===== src/rtl/cond_eval_pkg.sv =====
// Shared definitions for the condition evaluator.
// Assumes flag nibbles are packed {N,Z,V,C} from bit 3 down to bit 0.
package cond_eval_pkg;
    localparam int FLAG_N = 3;
    localparam int FLAG_Z = 2;
    localparam int FLAG_V = 1;
    localparam int FLAG_C = 0;

    typedef struct packed {
        logic n;
        logic z;
        logic v;
        logic c;
    } flags_t;

    // base tests; the top code bit inverts each one
    typedef enum logic [2:0] {
        CC_NEVER = 3'd0,
        CC_EQ    = 3'd1,
        CC_LE    = 3'd2,
        CC_LT    = 3'd3,
        CC_LEU   = 3'd4,
        CC_CS    = 3'd5,
        CC_NEG   = 3'd6,
        CC_VS    = 3'd7
    } cc_base_e;

    // register-test bases; code bit 2 inverts; bases 0 has no test
    typedef enum logic [1:0] {
        RZ_NONE = 2'd0,
        RZ_Z    = 2'd1,
        RZ_LEZ  = 2'd2,
        RZ_LZ   = 2'd3
    } rz_base_e;
endpackage


===== src/rtl/reg_zero_test.sv =====
// Compares a signed register value with zero.
// Code bits [1:0] pick the base test, bit [2] inverts it.
// Base 0 names no test: result is 0 and bad is raised.
module reg_zero_test
    import cond_eval_pkg::*;
#(
    parameter int W = 64
) (
    input  logic [W-1:0] val,
    input  logic [2:0]   code,
    output logic         hit,
    output logic         bad
);
    localparam int SIGN_BIT = W - 1;

    logic is_zero;
    logic is_neg;
    logic base_hit;
    rz_base_e base;

    // derive sign and zero properties of the operand
    always_comb begin
        is_zero = (val == '0);
        is_neg  = val[SIGN_BIT];
    end

    // evaluate the base test and apply inversion
    always_comb begin
        base = rz_base_e'(code[1:0]);
        unique case (base)
            RZ_Z:    base_hit = is_zero;
            RZ_LEZ:  base_hit = is_zero | is_neg;
            RZ_LZ:   base_hit = is_neg;
            default: base_hit = 1'b0;
        endcase
        bad = (base == RZ_NONE);
        hit = bad ? 1'b0 : (base_hit ^ code[2]);
    end
endmodule


===== src/rtl/flag_cond_test.sv =====
// Applies a 4-bit condition to one {N,Z,V,C} flag nibble.
// Code bits [2:0] pick the base test, bit [3] inverts it.
module flag_cond_test
    import cond_eval_pkg::*;
(
    input  flags_t     flags,
    input  logic [3:0] code,
    output logic       hit
);
    logic     base_hit;
    logic     sgn_lt;
    cc_base_e base;

    // signed-less-than term shared by several tests
    always_comb sgn_lt = flags.n ^ flags.v;

    // evaluate the base test and apply inversion
    always_comb begin
        base = cc_base_e'(code[2:0]);
        unique case (base)
            CC_NEVER: base_hit = 1'b0;
            CC_EQ:    base_hit = flags.z;
            CC_LE:    base_hit = flags.z | sgn_lt;
            CC_LT:    base_hit = sgn_lt;
            CC_LEU:   base_hit = flags.c | flags.z;
            CC_CS:    base_hit = flags.c;
            CC_NEG:   base_hit = flags.n;
            CC_VS:    base_hit = flags.v;
            default:  base_hit = 1'b0;
        endcase
        hit = base_hit ^ code[3];
    end
endmodule


===== src/rtl/cond_eval_unit.sv =====
// Top of the condition evaluator: picks a register-versus-zero test or a
// flag test on the 32-bit or 64-bit flag set. Purely combinational.
// Assumes the caller holds inputs stable while it uses cond_true.
module cond_eval_unit
    import cond_eval_pkg::*;
#(
    parameter int W = 64
) (
    input  logic         flag_mode,
    input  logic [3:0]   cond_code,
    input  logic [W-1:0] src_val,
    input  logic [3:0]   flags_w32,
    input  logic [3:0]   flags_w64,
    input  logic         wide_sel,
    output logic         cond_true,
    output logic         cond_bad
);
    localparam int NSETS = 2;

    flags_t sets [NSETS];
    flags_t sel_flags;
    logic   rz_hit;
    logic   rz_bad;
    logic   fc_hit;

    // gather the flag sets so the select indexes them
    always_comb begin
        sets[0] = flags_t'(flags_w32);
        sets[1] = flags_t'(flags_w64);
    end

    // choose the flag set named by wide_sel
    always_comb sel_flags = sets[wide_sel];

    reg_zero_test #(.W(W)) rz_i (
        .val  (src_val),
        .code (cond_code[2:0]),
        .hit  (rz_hit),
        .bad  (rz_bad)
    );

    flag_cond_test fc_i (
        .flags (sel_flags),
        .code  (cond_code),
        .hit   (fc_hit)
    );

    // route the active evaluator to the outputs
    always_comb begin
        cond_true = flag_mode ? fc_hit : rz_hit;
        cond_bad  = flag_mode ? 1'b0   : rz_bad;
    end
endmodule


===== config.mk =====
export PLATFORM = sky130hd
export DESIGN_NAME = cond_eval_unit
export DESIGN_NICKNAME = d
export VERILOG_FILES = /design/src/rtl/cond_eval_pkg.sv /design/src/rtl/reg_zero_test.sv /design/src/rtl/flag_cond_test.sv /design/src/rtl/cond_eval_unit.sv
export SDC_FILE = /design/constraint.sdc
export NUM_CORES = 1
export LEC_CHECK = 0
export ABC_AREA = 0
export CAP_MARGIN = 15
export CORE_MARGIN = 2
export CORE_UTILIZATION = 19
export DETAILED_ROUTE_END_ITERATION = 10
export PLACE_DENSITY_LB_ADDON = 0.2
export SLEW_MARGIN = 5
export SYNTH_ARGS = -nofsm -noshare
export SYNTH_HDL_FRONTEND = slang
export SYNTH_HIERARCHICAL = 1
export SYNTH_SLANG_ARGS = --single-unit

===== constraint.sdc =====
create_clock -name vclk -period 1.5
set_input_delay 0.15 -clock vclk [all_inputs]
set_output_delay 0.15 -clock vclk [all_outputs]
set_load 0.02 [all_outputs]

==> impl_metrics.toml <==
[run_status]
status = "finished with violations"
violations = "setup timing"

[worst_setup_path]
crit_buf_inv = 2
critical_path_class = "in2out"
critPathMostFrequentCell = "buf_6"
worst-path-max-fanout = 1
cp-end-kind = "output pin"
slowest_stage = "mux2_4"
worstSetupStartpointType = "input port"
cpLargestDelayFamily = "simple AND/OR/NAND/NOR gates"
crit_required_ns = 1.35
path_cells = "buf_6 -> nor4_4 -> nand4_1 -> nor3_2 -> mux2i_1 -> and3_1 -> mux2_4 -> buf_6"
arrival_ns = 1.56
critPathMaxStageDelay_ns = 0.27

[yosys]
synth_cells = 48
synth-warning-count = 6
synth_top_area_share_pct = 16.4
synthMostInstantiatedCell = "nor4_1"
syn-cell-area_um2 = 382
synth_area_per_cell_um2 = 7.95
synth_top_area_cell = "nor4_1"
synth_common_cells = "nor4_1, mux2_2, nor4_2, a21oi_1, nand4_1"
synth_fp_nets = 126
synth_seq_area_share_pct = 0
synth_area_leaders = "nor4_1, nor4_2, mux2_2"
synth_cell_types = 21

[floorplan]
fp.dieH_um = 48.8
start_util_pct = 19.9
die_area_um2 = 2380
die-width_um = 48.8
coreArea_um2 = 1920
pin_count = 80
rows = 16

[power]
switchingPower_mw = 0.0988
powerDensity_nw_per_um2 = 227
p_leak_nw = 0.508
sw_frac_of_total_pct = 36.0
p_int_mw = 0.176
peakVddDrop_v = 0.000192
power_mw = 0.275
combPwrFrac_pct = 100.0
seqPwrFrac_pct = 0
clkPwrFrac_pct = 0

[placed_design]
place_inst = 159
hpwl_mm = 1.76
portBuffers = 80
place_area_um2 = 1250
dp_slack_ns = -1.05
gp_congestion = 0.663

[detailed_routing]
wl_mm = 2.05
route.detailed.drc = 0
num_vias = 743
viasPerCell = 4.67
wl_per_cell_um = 12.9
ant_nets = 0
dr.pass1.iters = 3
drtIter0Drc = 7

[global_route]
grt.total_usage_pct = 16.6
antenna_found_initial = 0
grt-ovfl-total = 0
first_global_vias = 798
grt_max_degree = 10
grt_pass1_wl_mm = 3.28

[timing]
min_period_over_period_pct = 114
setup_ws_ns = -0.211
fmax_mhz = 584
final.setup.tns_ns = -0.211
drv_slew = 0
setup_viol = 1
rsz0062_at_grt = "yes"
tightest_slew_ns = 0.294
hold_slack_ns = 1.06
finalHoldViolCount = 0
period_minus_slack_ns = 1.71
relSlewSlack_pct = 80.4

[layout]
area.growth.synth_to_final_pct = 216
multi_input_area_um2 = 484
regArea_um2 = 0
seq_cell_count = 0
fin_area_um2 = 1210
instances_no_fill = 159
fin_util_pct = 62.8
fin_nets = 212
fillers = 182
clock_buffers = 0
n_antenna_cell = 0
final_layout_size_suffix_gt1_share_pct = 44.7

[flow_run]
max_cap_violations = 0

[cts]
post-cts-setup-buffers = 0

[hold_path]
hp-class = "in2out"
-- metal layers --
| metal | wire length, µm | part of all wire, % | track usage, % | up-vias |
|---|---|---|---|---|
| met5 | 0 | 0 | 0 | - |
| met4 | 0 | 0 | 0 | 0 |
| met3 | 197 | 9.6 | 3.99 | 0 |
| met2 | 1060 | 52 | 32.9 | 44 |
| met1 | 789 | 38 | 18.9 | 324 |
| li1 | - | - | - | 375 |
-- final cells by class --
class | instances | area share, %
inverters | 1 | 0.311
multi-input cells | 47 | 40.1
well taps | 27 | 2.80
repair buffers | 84 | 56.8
-- path summary, 6_finish.rpt --
check	from	to	slack [ns]	depth (start not counted)
worst max-delay path	src_val[11]	cond_true	-0.21	8
worst min-delay path	flag_mode	cond_true	1.06	3
-- power groups by stage --
stage	clock network (mW)	logic, mW	registers [mW]
floorplan	0	0.0619	0
global placement	0	0.302	0
detailed placement	0	0.308	0
CTS	0	0.269	0
global route	0	0.297	0
finish	0	0.275	0
-- cells by family (layout without fill, tap and decap cells) --
family                 after synthesis  in the layout  synth area share [%]
AND/OR/NAND/NOR                     28             28                  58.7
multiplexers                         7              7                  20.0
buffers and inverters                1             85                 0.983
XOR/XNOR                             3              3                  6.89
AO/OA/AOI/OAI                        9              9                  13.4
-- placed cells by master (no fill, tap or decap) --
| master | instances |
|---|---|
| a211oi_1 | 1 |
| a21oi_1 | 3 |
| a21oi_2 | 1 |
| a31oi_1 | 1 |
| and3_1 | 1 |
| buf_2 | 7 |
| buf_4 | 5 |
| buf_6 | 5 |
| clkbuf_2 | 18 |
| clkdlybuf4s15_1 | 28 |
| clkdlybuf4s50_1 | 2 |
| dlygate4sd2_1 | 19 |
| inv_1 | 1 |
| mux2_4 | 5 |
| mux2i_1 | 2 |
| nand2_1 | 2 |
| nand3_1 | 1 |
| nand3_2 | 1 |
| nand4_1 | 3 |
| nor2_1 | 1 |
| nor2b_1 | 1 |
| nor3_2 | 2 |
| nor4_1 | 2 |
| nor4_2 | 10 |
| nor4_4 | 4 |
| o211ai_1 | 1 |
| o21ai_0 | 1 |
| o21ai_1 | 1 |
| xnor2_1 | 1 |
| xnor2_2 | 1 |
| xor2_1 | 1 |
-- timing repair --
| action | in CTS | in global routing |
|---|---|---|
| pin swaps | 30 | 23 |
| hold buffers | 0 | 0 |
| resized for setup | 150 | 54 |
| endpoints found under the hold margin | 0 | 0 |
| setup endpoints to repair | 2 | 2 |
No activity file was read; power rests on OpenSTA's default activity.
